$ cat src/rtl/audio_port_pkg.sv
package audio_port_pkg;

  // Map a slot position to a sample bit number, or -1 when the position
  // lies outside the 16-bit sample window.
  function automatic int sample_bit(input int pos, input logic front,
                                    input logic msb, input int sw,
                                    input int slot);
    int k;
    k = front ? pos : pos - (slot - sw);
    if (k < 0 || k >= sw) return -1;
    return msb ? (sw - 1 - k) : k;
  endfunction

endpackage

$ cat src/rtl/slot_tracker.sv
module slot_tracker #(
  parameter int SLOT_W = 32,
  localparam int POS_W = $clog2(SLOT_W) + 1
) (
  input  logic             clk,
  input  logic             clr_n,
  input  logic             edge_i,
  input  logic             wclk_i,
  output logic [POS_W-1:0] pos_o,
  output logic             chan1_o,
  output logic             aligned_o,
  output logic             step_o
);
  // Position saturates at SLOT_W, which is outside every window.
  localparam logic [POS_W-1:0] POS_OVER = POS_W'(SLOT_W);

  logic seen;
  logic last_w;

  always_ff @(posedge clk) begin
    if (!clr_n) begin
      pos_o     <= '0;
      seen      <= 1'b0;
      last_w    <= 1'b0;
      aligned_o <= 1'b0;
      step_o    <= 1'b0;
    end else begin
      step_o <= edge_i;
      if (edge_i) begin
        seen   <= 1'b1;
        last_w <= wclk_i;
        if (seen && (wclk_i != last_w)) begin
          pos_o     <= '0;
          aligned_o <= 1'b1;
        end else if (pos_o != POS_OVER) begin
          pos_o <= pos_o + POS_W'(1);
        end
      end
    end
  end

  assign chan1_o = last_w;

  // a word-clock change seen on a bit edge restarts the slot
  assert_realign_R7: assert property (@(posedge clk) disable iff (!clr_n)
    (edge_i && seen && (wclk_i != last_w)) |=> (pos_o == '0 && aligned_o && step_o));

endmodule

$ cat src/rtl/serial_rx.sv
module serial_rx
  import audio_port_pkg::*;
#(
  parameter int SAMPLE_W = 16,
  parameter int SLOT_W   = 32,
  localparam int POS_W   = $clog2(SLOT_W) + 1,
  localparam int IDX_W   = $clog2(SAMPLE_W)
) (
  input  logic                clk,
  input  logic                clr_n,
  input  logic                step,
  input  logic [POS_W-1:0]    pos,
  input  logic                chan1,
  input  logic                aligned,
  input  logic                bit_i,
  input  logic                pack_front,
  input  logic                msb_first,
  output logic [SAMPLE_W-1:0] rx_ch1,
  output logic [SAMPLE_W-1:0] rx_ch2,
  output logic                rx_valid
);
  localparam logic [POS_W-1:0] POS_LAST = POS_W'(SLOT_W - 1);

  logic [SAMPLE_W-1:0] buf1, buf2, buf2_nxt;
  logic [IDX_W-1:0]    idx;
  logic                hit, take, done;

  always_comb begin
    int b;
    b   = sample_bit(int'(pos), pack_front, msb_first, SAMPLE_W, SLOT_W);
    hit = (b >= 0);
    idx = hit ? IDX_W'(b) : '0;
  end

  assign take = step && aligned && hit;
  assign done = step && aligned && !chan1 && (pos == POS_LAST);

  always_comb begin
    buf2_nxt = buf2;
    if (take && !chan1) buf2_nxt[idx] = bit_i;
  end

  always_ff @(posedge clk) begin
    if (!clr_n) begin
      buf1     <= '0;
      buf2     <= '0;
      rx_ch1   <= '0;
      rx_ch2   <= '0;
      rx_valid <= 1'b0;
    end else begin
      if (take && chan1) buf1[idx] <= bit_i;
      buf2     <= buf2_nxt;
      rx_valid <= done;
      if (done) begin
        rx_ch1 <= buf1;
        rx_ch2 <= buf2_nxt;
      end
    end
  end

  // the pair strobe is a single cycle
  assert_rx_pulse_R2: assert property (@(posedge clk) disable iff (!clr_n)
    rx_valid |=> !rx_valid);
  // the strobe follows only the last position of a channel-2 slot
  assert_rx_after_slot2_R2: assert property (@(posedge clk) disable iff (!clr_n)
    rx_valid |-> $past(step && !chan1 && pos == POS_LAST));
  // no pair is offered while unaligned
  assert_rx_unaligned_R10: assert property (@(posedge clk) disable iff (!clr_n)
    !aligned |=> !rx_valid);

endmodule

$ cat src/rtl/serial_tx.sv
module serial_tx
  import audio_port_pkg::*;
#(
  parameter int SAMPLE_W = 16,
  parameter int SLOT_W   = 32,
  localparam int POS_W   = $clog2(SLOT_W) + 1,
  localparam int IDX_W   = $clog2(SAMPLE_W)
) (
  input  logic                clk,
  input  logic                clr_n,
  input  logic                step,
  input  logic [POS_W-1:0]    pos,
  input  logic                chan1,
  input  logic                aligned,
  input  logic                pack_front,
  input  logic                msb_first,
  input  logic [SAMPLE_W-1:0] tx_ch1,
  input  logic [SAMPLE_W-1:0] tx_ch2,
  input  logic                tx_valid,
  output logic                tx_ready,
  output logic                sdout
);
  logic [SAMPLE_W-1:0] held1, held2, new1, new2, src;
  logic [IDX_W-1:0]    idx;
  logic                hit, load;

  always_comb begin
    int b;
    b   = sample_bit(int'(pos), pack_front, msb_first, SAMPLE_W, SLOT_W);
    hit = (b >= 0);
    idx = hit ? IDX_W'(b) : '0;
  end

  assign load     = step && aligned && chan1 && (pos == '0);
  assign tx_ready = load;
  assign new1     = tx_valid ? tx_ch1 : '0;
  assign new2     = tx_valid ? tx_ch2 : '0;
  assign src      = chan1 ? (load ? new1 : held1) : held2;

  always_ff @(posedge clk) begin
    if (!clr_n) begin
      held1 <= '0;
      held2 <= '0;
      sdout <= 1'b0;
    end else begin
      if (load) begin
        held1 <= new1;
        held2 <= new2;
      end
      if (step) sdout <= (aligned && hit) ? src[idx] : 1'b0;
    end
  end

  // the line moves only on the cycle after a falling-edge step
  assert_tx_hold_R3: assert property (@(posedge clk) disable iff (!clr_n)
    !step |=> $stable(sdout));
  // the transfer window is a single cycle
  assert_tx_ready_pulse_R8: assert property (@(posedge clk) disable iff (!clr_n)
    tx_ready |=> !tx_ready);
  // silent line while unaligned
  assert_tx_unaligned_R10: assert property (@(posedge clk) disable iff (!clr_n)
    !aligned |-> !sdout);
  // positions outside the window carry zero once settled
  assert_tx_pad_zero_R6: assert property (@(posedge clk) disable iff (!clr_n)
    (aligned && !step && !hit) |-> !sdout);

endmodule

$ cat src/rtl/audio_serial_port.sv
module audio_serial_port #(
  parameter int SAMPLE_W = 16,
  parameter int SLOT_W   = 32,
  localparam int POS_W   = $clog2(SLOT_W) + 1
) (
  input  logic                clk,
  input  logic                clr_n,
  input  logic                bclk,
  input  logic                wclk,
  input  logic                sdin,
  output logic                sdout,
  input  logic                pack_front,
  input  logic                msb_first,
  output logic [SAMPLE_W-1:0] rx_ch1,
  output logic [SAMPLE_W-1:0] rx_ch2,
  output logic                rx_valid,
  input  logic [SAMPLE_W-1:0] tx_ch1,
  input  logic [SAMPLE_W-1:0] tx_ch2,
  input  logic                tx_valid,
  output logic                tx_ready
);
  // Direction index: 0 = receive (rising edges), 1 = transmit (falling edges)
  localparam int NDIR = 2;

  logic             bclk_q;
  logic             sin_hold;
  logic [NDIR-1:0]  edge_v, chan1_v, aligned_v, step_v;
  logic [POS_W-1:0] pos_v [NDIR];

  always_ff @(posedge clk) begin
    if (!clr_n) begin
      bclk_q   <= bclk;
      sin_hold <= 1'b0;
    end else begin
      bclk_q <= bclk;
      if (edge_v[0]) sin_hold <= sdin;
    end
  end

  assign edge_v[0] = bclk & ~bclk_q;
  assign edge_v[1] = ~bclk & bclk_q;

  for (genvar g = 0; g < NDIR; g++) begin : g_dir
    slot_tracker #(.SLOT_W(SLOT_W)) u_track (
      .clk       (clk),
      .clr_n     (clr_n),
      .edge_i    (edge_v[g]),
      .wclk_i    (wclk),
      .pos_o     (pos_v[g]),
      .chan1_o   (chan1_v[g]),
      .aligned_o (aligned_v[g]),
      .step_o    (step_v[g])
    );
  end

  serial_rx #(.SAMPLE_W(SAMPLE_W), .SLOT_W(SLOT_W)) u_rx (
    .clk        (clk),
    .clr_n      (clr_n),
    .step       (step_v[0]),
    .pos        (pos_v[0]),
    .chan1      (chan1_v[0]),
    .aligned    (aligned_v[0]),
    .bit_i      (sin_hold),
    .pack_front (pack_front),
    .msb_first  (msb_first),
    .rx_ch1     (rx_ch1),
    .rx_ch2     (rx_ch2),
    .rx_valid   (rx_valid)
  );

  serial_tx #(.SAMPLE_W(SAMPLE_W), .SLOT_W(SLOT_W)) u_tx (
    .clk        (clk),
    .clr_n      (clr_n),
    .step       (step_v[1]),
    .pos        (pos_v[1]),
    .chan1      (chan1_v[1]),
    .aligned    (aligned_v[1]),
    .pack_front (pack_front),
    .msb_first  (msb_first),
    .tx_ch1     (tx_ch1),
    .tx_ch2     (tx_ch2),
    .tx_valid   (tx_valid),
    .tx_ready   (tx_ready),
    .sdout      (sdout)
  );

  // clear forces the strobes and the line low on the next cycle
  assert_clear_R9: assert property (@(posedge clk)
    !clr_n |=> (!sdout && !rx_valid && !tx_ready));

endmodule

$ cat config.mk
export PLATFORM = sky130hd
export DESIGN_NAME = audio_serial_port
export DESIGN_NICKNAME = d
export VERILOG_FILES = /design/src/rtl/audio_port_pkg.sv /design/src/rtl/slot_tracker.sv /design/src/rtl/serial_rx.sv /design/src/rtl/serial_tx.sv /design/src/rtl/audio_serial_port.sv
export SDC_FILE = /design/constraint.sdc
export NUM_CORES = 1
export LEC_CHECK = 0
export BUFFER_PORTS_ARGS = -buffer_cell sky130_fd_sc_hd__buf_2
export CAP_MARGIN = 20
export CORE_MARGIN = 10
export CORE_UTILIZATION = 52
export DETAILED_ROUTE_END_ITERATION = 6
export HOLD_SLACK_MARGIN = 0.12
export PLACE_DENSITY = 0.76
export SYNTH_ARGS = -nofsm -noshare
export SYNTH_HDL_FRONTEND = slang
export SYNTH_SLANG_ARGS = --single-unit
$ cat constraint.sdc
create_clock -name clk -period 3 [get_ports clk]
set_input_delay 0.6 -clock clk [delete_from_list [all_inputs] [get_ports clk]]
set_output_delay 0.6 -clock clk [all_outputs]
set_load 0.03 [all_outputs]
Word level (Yosys, flattened, before mapping)
Cells that the tools add are included.
{"block": "word_totals", "latch_bits": 0, "mem_bits_ro": 0, "reg_bits": 120, "memories": 0, "ramBits": 0}
{"block": "op_classes", "muxes": 28, "add_sub_neg": 6, "multipliers": 0, "shifts": 0, "reduce_logical": 23, "n_bitwise": 4, "div": 0, "order_cmp": 9, "n_eq_ne": 5}
{"cell": "$mux 32", "count": 8}
{"cell": "$mux 16", "count": 5}
{"cell": "$ge 32x1->1 const B", "count": 2}
{"cell": "$ge 32x6->1 const B", "count": 2}
{"cell": "$lt 32x1->1 const B", "count": 2}
{"cell": "$sub 5x32->32 const A", "count": 2}
{"cell": "$bwmux 16", "count": 2}
{"cell": "$mux 6", "count": 4}
{"cell": "$sub 6x5->7 const B", "count": 2}
{"cell": "$logic_and 1x1->1", "count": 13}
{"cell": "$add 6x1->6 const B", "count": 2}
{"cell": "$ne 6x6->1 const B", "count": 2}
{"cell": "$lt 4x5->1 const B", "count": 2}
{"cell": "$mux 4", "count": 2}
{"cell": "$reduce_and 2->1", "count": 4}
{"cell": "$eq 6x5->1 const B", "count": 1}
{"cell": "$logic_not 6->1", "count": 1}
{"cell": "$mux 1", "count": 5}
{"cell": "$bmux 1 s4", "count": 1}
{"cell": "$demux 1 s4", "count": 1}
{"cell": "$ge 4x1->1 const B", "count": 1}
{"cell": "$reduce_bool 2->1", "count": 2}
{"cell": "$and 1x1->1", "count": 2}
{"cell": "$logic_or 1x1->1", "count": 2}
{"cell": "other kinds (3)", "count": 5}

Longest topological paths before layout
Gate-level depths: netlist (run 1).
{"block": "depth", "word_depth": 14, "ltp_mapped": 14, "mapped_depth_nobuf": 13}

Hierarchy
Synthesis (run 1) repeated with hierarchy kept, for this count alone.
{"block": "hier_totals", "cells_unflattened": 705, "hier_area_um2": 5908.2}
{"mod": "serial_rx", "cells_per_inst": 348, "area_each_um2": 2954.1, "n_inst": 1, "seq_area_each_um2": 1301.2}
{"mod": "serial_tx", "cells_per_inst": 244, "area_each_um2": 1908.1, "n_inst": 1, "seq_area_each_um2": 660.6}
{"mod": "slot_tracker", "cells_per_inst": 53, "area_each_um2": 483.0, "n_inst": 2, "seq_area_each_um2": 200.2}
{"mod": "audio_serial_port", "cells_per_inst": 7, "area_each_um2": 80.1, "n_inst": 1, "seq_area_each_um2": 40.0}

Worst setup path after synthesis (run 1)
No wires, ideal clock.
{"block": "synth_path", "path_type": "input port to flip-flop", "from": "input pack_front", "to": "register u_tx.sdout", "required_ns": 2.913, "path_buffers": 1, "cell_stages": 12, "path_slack_ns": 0.137, "t_arrival_ns": 2.776, "path_cell_list": "buf_2 mux2_2 ha_1 inv_1 ha_1 inv_1 o2111a_1 a311oi_2 a21oi_1 o2111a_1 a311o_1 o31ai_1"}
{"block": "synth_via", "elab_chain_len": 10, "word_cells_on_any_way": 15, "classes_between": "add/sub: 1; order compare: 3; mux: 9; reduce/logical: 2"}
{"item": "from (decl)", "line_no": "audio_serial_port.sv:12", "source": "input logic pack_front,"}
{"item": "$mux 32 (*)", "line_no": "audio_port_pkg.sv:9", "source": "k = front ? pos : pos - (slot - sw);"}
{"item": "$lt 32x1->1 or $ge 32x6->1 (tied branches)", "line_no": "audio_port_pkg.sv:10", "source": "if (k < 0 || k >= sw) return -1;"}
{"item": "$logic_or 1x1->1", "line_no": "audio_port_pkg.sv:10"}
{"item": "$mux 32 or $mux 1 (tied branches)", "line_no": "audio_port_pkg.sv:10"}
{"item": "$mux 32 (*)", "line_no": "audio_port_pkg.sv:11", "source": "return msb ? (sw - 1 - k) : k;"}
{"item": "$ge 32x1->1", "line_no": "serial_tx.sv:30", "source": "hit = (b >= 0);"}
{"item": "$mux 4", "line_no": "serial_tx.sv:31", "source": "idx = hit ? IDX_W'(b) : '0;"}
{"item": "$bmux 1 s4", "line_no": "serial_tx.sv:50", "source": "if (step) sdout <= (aligned && hit) ? src[idx] : 1'b0;"}
{"item": "$mux 1 (implied by the code)", "line_no": "serial_tx.sv:50"}
{"item": "$mux 1 (*)", "line_no": "serial_tx.sv:50"}
{"item": "to (signal assigned)", "line_no": "serial_tx.sv:50"}
{"item": "to (decl)", "line_no": "serial_tx.sv:21", "source": "output logic sdout"}
Mark *: on every way between the ends. The rest lies on a longest branch, timed or not. The select of a mux whose other input is x is not followed.
A chain may end at the register's enable or synchronous reset.

Final worst setup path (run 1)
{"block": "layout_path", "from": "register g_dir[0].u_track.pos_o[4]", "to": "register u_rx.rx_ch2[0]"}
{"block": "layout_via", "elab_chain_len": 14, "word_cells_on_any_way": 23, "classes_between": "add/sub: 2; order compare: 5; eq/ne: 1; mux: 10; reduce/logical: 5"}
{"item": "from (decl)", "line_no": "slot_tracker.sv:9", "source": "output logic [POS_W-1:0] pos_o,"}
{"item": "from (signal assigned)", "line_no": "slot_tracker.sv:36", "source": "pos_o <= pos_o + POS_W'(1);"}
{"item": "$sub 6x5->7", "line_no": "audio_port_pkg.sv:9"}
{"item": "$mux 32", "line_no": "audio_port_pkg.sv:9"}
{"item": "$lt 32x1->1 or $ge 32x6->1 (tied branches)", "line_no": "audio_port_pkg.sv:10"}
{"item": "$logic_or 1x1->1", "line_no": "audio_port_pkg.sv:10"}
{"item": "$mux 32 or $mux 1 (tied branches)", "line_no": "audio_port_pkg.sv:10"}
{"item": "$mux 32", "line_no": "audio_port_pkg.sv:11"}
{"item": "$ge 32x1->1", "line_no": "serial_rx.sv:31", "source": "hit = (b >= 0);"}
{"item": "$mux 4", "line_no": "serial_rx.sv:32", "source": "idx = hit ? IDX_W'(b) : '0;"}
{"item": "$lt 4x5->1 (implied by the code) or $ge 4x1->1 (tied branches)", "line_no": "serial_rx.sv:40", "source": "if (take && !chan1) buf2_nxt[idx] = bit_i;"}
{"item": "$logic_and 1x1->1 (implied by the code)", "line_no": "serial_rx.sv:40"}
{"item": "$mux 1 (implied by the code)", "line_no": "serial_rx.sv:40"}
{"item": "$demux 1 s4"}
{"item": "$bwmux 16", "line_no": "serial_rx.sv:40"}
{"item": "$mux 16", "line_no": "serial_rx.sv:40"}
{"item": "to (signal assigned)", "line_no": "serial_rx.sv:56", "source": "rx_ch2 <= buf2_nxt;"}
{"item": "to (decl)", "line_no": "serial_rx.sv:19", "source": "output logic [SAMPLE_W-1:0] rx_ch2,"}
Parallel ways exist; a longest one is shown, timed or not.

==> results_dict.tcl, run 1 <==
set metrics [dict create \
    outcome "finished clean" \
    largest_net_degree_at_the_start_of_global_routing 49 \
    cap_viol_max_count 0 \
    flow.area_growth_from_synthesis_pct 20.5 \
    cp_arrival_ns 3.29 \
    worstHoldPathType "in -> reg" \
    clock_tree_from_tritoncts "done" \
    placement.io_buffers 74 \
    antenna_found_initial 0 \
    synth_edf_count 0 \
    rr_endpoint "u_rx.rx_ch2[0]" \
    drive_gt1_share_pct 19.2 \
    critPathBufInv 3 \
    post_synth_top_area_cell "dfxtp_1" \
    floorplan.core_area_um2 10300 \
    vdd_ir_drop_max_v 0.000394 \
    end_kind "register" \
    worst_margin_slew_ns 1.10 \
    yosys.cell_types.count 53 \
    dp_hpwl_um 9500 \
    cts_inserted_buffers 17 \
    clkLatencyLatePin_ns 0.52 \
    vias 4983 \
    ys_ff_latch 120 \
    cts_hold_repair.buffers 0 \
    grt_setup_unrepaired "true" \
    place_inst 853 \
    number_of_slew_limit_violations_in_the_final_report 0 \
    worst_clock_skew_ns 0.00899 \
    final_hold_viol_count 0 \
    design.die.area_um2 15000 \
    final-setup-viol-count 0 \
    netlist_instances 672 \
    cts_max_path_buffers 2 \
    place_congestion 0.886 \
    leakagePower_nw 2.57 \
    fraction_of_registers_with_async_set_reset_pct 0 \
    synth_largest_type_area_fraction_pct 44.0 \
    die_h_um 122 \
    fin_ws_ns 0.132 \
    detail_route.wirelength_um 13800 \
    initialDrtViolationCount 348 \
    insertedDiodeCount 0 \
    timing.critical_path.to "u_rx.rx_ch2[0]" \
    power_per_cell_area_nw_per_um2 572 \
    crit_path_start "g_dir[0].u_track.pos_o[4]" \
    gr-total-overflow 0 \
    path_depth 13 \
    r2r_setup_slack_ns 0.13 \
    fin_crit_sh_pct 95.6 \
    final_antenna_net_count 0 \
    synthesis.area_um2 5460 \
    dr.pass1.iters 5 \
    cp_cell_sequence "inv_1, ha_1, mux2_2, ha_1, inv_1, ha_1, a311oi_1, buf_4, nand2_1, nor2_1, nand2b_1, mux2i_1, a211oi_1" \
    routedWlPerCell_um 15.6 \
    htree_num_levels 4 \
    die_w_um 122 \
    synth_seq_area_share_pct 44.0 \
    critical_path.reg2reg.startpoint "g_dir[0].u_track.pos_o[4]" \
    syn-num-nets 729 \
    clk_pin_slew_worst_paths_ns 0.06 \
    postSynthAreaPerCell_um2 8.12 \
    setup.worst_path.class "reg -> reg" \
    critical_path_peak_fanout 6 \
    setup.worst_path.start_class "register" \
    cp_data_required_time_ns 3.43 \
    gr-usage-all-layers_pct 18.4 \
    critical-path-max-stage-delay_ns 0.42 \
    clock.fmax_mhz 349 \
    holdWs_ns 0.238 \
    cts-root-buf "clkbuf_8" \
    synth.area.top_cells "dfxtp_1, nand2_1, a21oi_1" \
    global_route_wire_length_before_repair_um 22600 \
    fillerInstances 892 \
    critPathSlowestCell "dfxtp_1" \
    cts.sinks 120 \
    timing.critical_path.mode_cell "ha_1" \
    max_slew_margin_pct 26.8 \
    dominantRegCellSynth "dfxtp_1" \
    synth.yosys.warnings 0 \
    pin_count 75 \
    pre_cts_slack_ns -0.105 \
    initial_utilization_pct 53.1 \
    final.min_clock_period_ns 2.87 \
    finalNonFillerCells 886 \
    total_power_mw 3.76 \
    post_detailed_route_via_to_cell_ratio 5.62 \
    grt_pass1_vias 4872 \
    fp-row-count 37 \
    finalNetCount 794 \
    rr_worst_depth 13 \
    crit_family "adder cells" \
    post-route-drc-count 0 \
]
-- how the worst min path moves through the flow --
stage | from | to | depth (start not counted)
after floorplan | u_tx.held2[15] | u_tx.held2[15] | 2
after global placement | u_tx.held2[4] | u_tx.held2[4] | 2
after detailed placement | u_rx.rx_ch1[13] | u_rx.rx_ch1[13] | 2
after CTS | bclk | bclk_q | 1
after global routing | bclk | bclk_q | 1
final | bclk | bclk_q | 1
-- area by class of cell --
class	count	area, µm²	share of cell area, %
Multi-Input combinational cell	485	2820	42.9
Sequential cell	120	2400	36.6
Timing Repair Buffer	93	538	8.19
Clock buffer	18	418	6.36
Tap cell	136	170	2.59
Clock inverter	14	149	2.27
Inverter	20	75.1	1.14
-- cell usage in the layout (no fill, tap or decap), drive strengths merged, types with 4 or more instances in the layout --
cell,count
and2,4
a31oi,18
a21boi,7
a311oi,4
clkinv,5
dfxtp,120
nand2b,11
xnor2,5
clkbuf,18
nand4,10
nor2,83
xor2,8
o22ai,4
or3,4
buf,93
ha,17
a21oi,68
inv,23
o21ai,21
mux2i,23
nand3,37
nor3,8
clkinvlp,4
nand2,106
a211oi,19
nor2b,4
-- Yosys cell counts, types with 5 or more instances --
cell type and instances:
a211oi_1 19, clkbuf_1 32, inv_1 19, dfxtp_1 120, nor3_1 8, a21boi_0 5
nand3_1 37, a21oi_1 68, o21ai_0 19, nand4_1 9, nand2_1 105, mux2i_1 23
nor2_1 83, buf_1 5, a31oi_1 18, xor2_1 8, xnor2_1 5, nand2b_1 11
ha_1 17
-- state kept, by name (all words and copies together) (netlist names), 2 cells and up --
signal	flops
g_dir.u_track.aligned_o	2
g_dir.u_track.pos_o	12
u_rx.buf2	16
u_tx.held2	16
u_tx.held1	16
u_rx.rx_ch1	16
u_rx.buf1	16
u_rx.rx_ch2	16
g_dir.u_track.step_o	2
g_dir.u_track.chan1_o	2
g_dir.u_track.seen	2
-- cell families (layout without fill, tap and decap cells) --
kind of cell	after synthesis	count (layout)	share of synthesized area, %
buf+inv	67	145	5.32
flops	120	120	44.0
mux	25	25	4.63
simple gates	277	277	23.0
fa+ha+maj	17	17	3.90
compound gates	153	153	17.0
xor+xnor	13	13	2.09
-- per-layer routing --
layer	share of wire [%]	GRT usage, %	vias to the layer above
met1	41	20.6	2366
met4	1.8	6.77	0
li1	-	-	2445
met3	6.2	5.37	25
met2	51	32.4	147
met5	0	0	-
-- worst register-to-register path, stage by stage (launching register included) --
cell	delay [ns]
dfxtp_1	0.42
inv_1	0.11
ha_1	0.28
mux2_2	0.17
ha_1	0.15
inv_1	0.05
ha_1	0.18
a311oi_1	0.21
buf_4	0.19
nand2_1	0.11
nor2_1	0.31
nand2b_1	0.14
mux2i_1	0.17
a211oi_1	0.29
-- per-stage QoR --
stage | setup TNS [ns] | instance area (µm²) | util (%)
4_1_cts | 0 | 6530 | 63.5
3_5_place_dp | -0.105 | 5940 | 57.8
5_1_grt | -0.286 | 6570 | 63.9
6_report | 0 | 6570 | 63.9
2_1_floorplan | 0 | 5460 | -
3_3_place_gp | 0 | 5940 | 57.8
-- report_power, final --
part	total (mW)	leakage (nW)	internal, mW	switching, mW
Combinational	0.197	1.33	0.0748	0.122
Clock	1.94	0.268	1.18	0.756
Sequential	1.62	0.969	1.60	0.0162
-- what timing repair did --
| action | in CTS | in global routing |
|---|---|---|
| setup buffers | 1 | 0 |
| pin swaps | 0 | 3 |
| setup endpoints to repair | 2 | 8 |
| gates resized for setup | 3 | 10 |
Note: power is estimated with default switching activity, not from simulation.
==> run 2: changes to the inputs <==
- clock period: 3 -> 2.6 ns (I/O delays scaled with it)
==> results_dict.tcl, run 2 (synthesized netlist as in run 1, its figures left out) <==
set metrics [dict create \
    cts.sinks 120 \
    global_route_wire_length_before_repair_um 22900 \
    pin_count 75 \
    critical-path-max-stage-delay_ns 0.33 \
    rr_worst_depth 12 \
    rr_endpoint "u_tx.sdout" \
    grt_pass1_vias 4852 \
    clkLatencyLatePin_ns 0.52 \
    max_slew_margin_pct 57.5 \
    power_per_cell_area_nw_per_um2 636 \
    design.die.area_um2 15000 \
    initial_utilization_pct 53.1 \
    setup.worst_path.class "reg -> reg" \
    cap_viol_max_count 0 \
    clk_pin_slew_worst_paths_ns 0.06 \
    fin_tns_setup_ns -0.0634 \
    end_kind "register" \
    fp-row-count 37 \
    violations "negative setup slack" \
    commonest_non_fill_non_tap_cell_in_the_layout "dfxtp_1" \
    flow.area_growth_from_synthesis_pct 29.0 \
    fin_ws_ns -0.0634 \
    setup.worst_path.start_class "register" \
    worst_min_path_start "bclk" \
    finalNetCount 819 \
    place_congestion 0.853 \
    critical_path_peak_fanout 5 \
    fin_crit_sh_pct 102 \
    floorplan.core_area_um2 10300 \
    worstHoldPathType "in -> reg" \
    routedWlPerCell_um 15.8 \
    number_of_slew_limit_violations_in_the_final_report 0 \
    grt_setup_unrepaired "true" \
    clock_tree_from_tritoncts "done" \
    final_design_area_no_fill_um2 7040 \
    post_detailed_route_via_to_cell_ratio 5.62 \
    insertedDiodeCount 0 \
    htree_num_levels 4 \
    gr-total-overflow 0 \
    clock.fmax_mhz 375 \
    cts_max_path_buffers 2 \
    outcome "complete, but fails checks" \
    critPathSlowestCell "dfxtp_2" \
    final_core_util_pct 68.5 \
    vias 5107 \
    antenna_found_initial 0 \
    dp_hpwl_um 9470 \
    final.min_clock_period_ns 2.66 \
    drive_gt1_share_pct 27.3 \
    final_cell_mix "dfxtp_1, nand2_1, nor2_1" \
    dr.pass1.iters 5 \
    worst_hold_path.num_cells 1 \
    worst_clock_skew_ns 0.00715 \
    cts_inserted_buffers 17 \
    die_w_um 122 \
    cts-root-buf "clkbuf_8" \
    leakagePower_nw 2.74 \
    initialDrtViolationCount 376 \
    placement.io_buffers 74 \
    worstHoldEndpoint "bclk_q" \
    die_h_um 122 \
    worst_margin_slew_ns 0.637 \
    final_hold_viol_count 0 \
    cts_hold_repair.buffers 0 \
    largest_net_degree_at_the_start_of_global_routing 49 \
    critical_path.reg2reg.startpoint "g_dir[1].u_track.pos_o[4]" \
    placedInstanceArea_um2 6140 \
    cp_data_required_time_ns 3.03 \
    final_antenna_net_count 0 \
    cp_cell_sequence "inv_2, ha_4, mux2_4, ha_1, nand4bb_1, buf_4, o2111ai_4, a311oi_1, o21ai_1, o2111a_1, a311o_1, o31ai_1" \
    cp_arrival_ns 3.09 \
    post-route-drc-count 0 \
    r2r_setup_slack_ns -0.06 \
    final-setup-viol-count 1 \
    vdd_ir_drop_max_v 0.000445 \
    gr-usage-all-layers_pct 18.5 \
    detail_route.wirelength_um 14400 \
]
[run 2: power by group]
part	internal [mW]	leakage, nW	total [mW]	switching, mW
Sequential	1.85	0.970	1.87	0.0156
Clock	1.53	0.287	2.33	0.802
Combinational	0.109	1.48	0.275	0.165
[run 2: area by class of cell]
cell class / count / area (µm²)
flip-flops and latches: 120 / 2410
fillers: 794 / 3240
clock inverters: 6 / 87.6
inverters: 20 / 77.6
repair buffers: 118 / 731
clock buffers: 24 / 510
well taps: 136 / 170
multi-input cells: 485 / 3050
[run 2: worst max path at each step]
stage,startpoint,to,slack [ns],cells past startpoint
finish,g_dir[1].u_track.pos_o[4],u_tx.sdout,-0.06,12
global route,g_dir[1].u_track.pos_o[4],u_tx.sdout,-0.20,14
CTS,g_dir[1].u_track.pos_o[4],u_tx.sdout,-0.09,12
detailed placement,pack_front,u_tx.sdout,-0.21,11
global placement,pack_front,u_tx.sdout,-0.1,11
floorplan,pack_front,u_tx.sdout,0.009,11
[run 2: repair_timing]
action / in CTS / in global routing
setup buffers: 2 / 2
gates resized for setup: 12 / 60
gates cloned: 0 / 0
endpoints found under the setup margin: 7 / 46
pin swaps: 7 / 12
[run 2: worst max-delay path: cells and delay by family, from the launching register on]
kind | cells | cell delay (ns)
compound gates | 6 | 1.19
fa+ha+maj | 2 | 0.44
flops | 1 | 0.33
mux | 1 | 0.30
buf+inv | 2 | 0.19
simple gates | 1 | 0.14
[run 2: through the flow]
step / std cells / setup WS (ns) / total power, mW / hold slack [ns]
after CTS: 907 / -0.0914 / 4.45 / 0.134
after global placement: 875 / -0.0986 / 2.13 / 0.438
after floorplan: 672 / 0.00926 / 2.05 / 0.428
final: 909 / -0.0634 / 4.47 / 0.144
after detailed placement: 875 / -0.206 / 2.14 / 0.446
after global routing: 909 / -0.204 / 4.59 / 0.137
[run 2: per-layer routing]
layer / wire length, µm / part of all wire (%) / global-route usage, % / vias to the layer above
met5: 0 / 0 / 0 / -
met4: 360 / 2.5 / 7.44 / 0
met3: 690 / 4.8 / 4.55 / 36
met2: 7550 / 53 / 32.6 / 147
met1: 5760 / 40 / 21.0 / 2439
li1: - / - / - / 2485
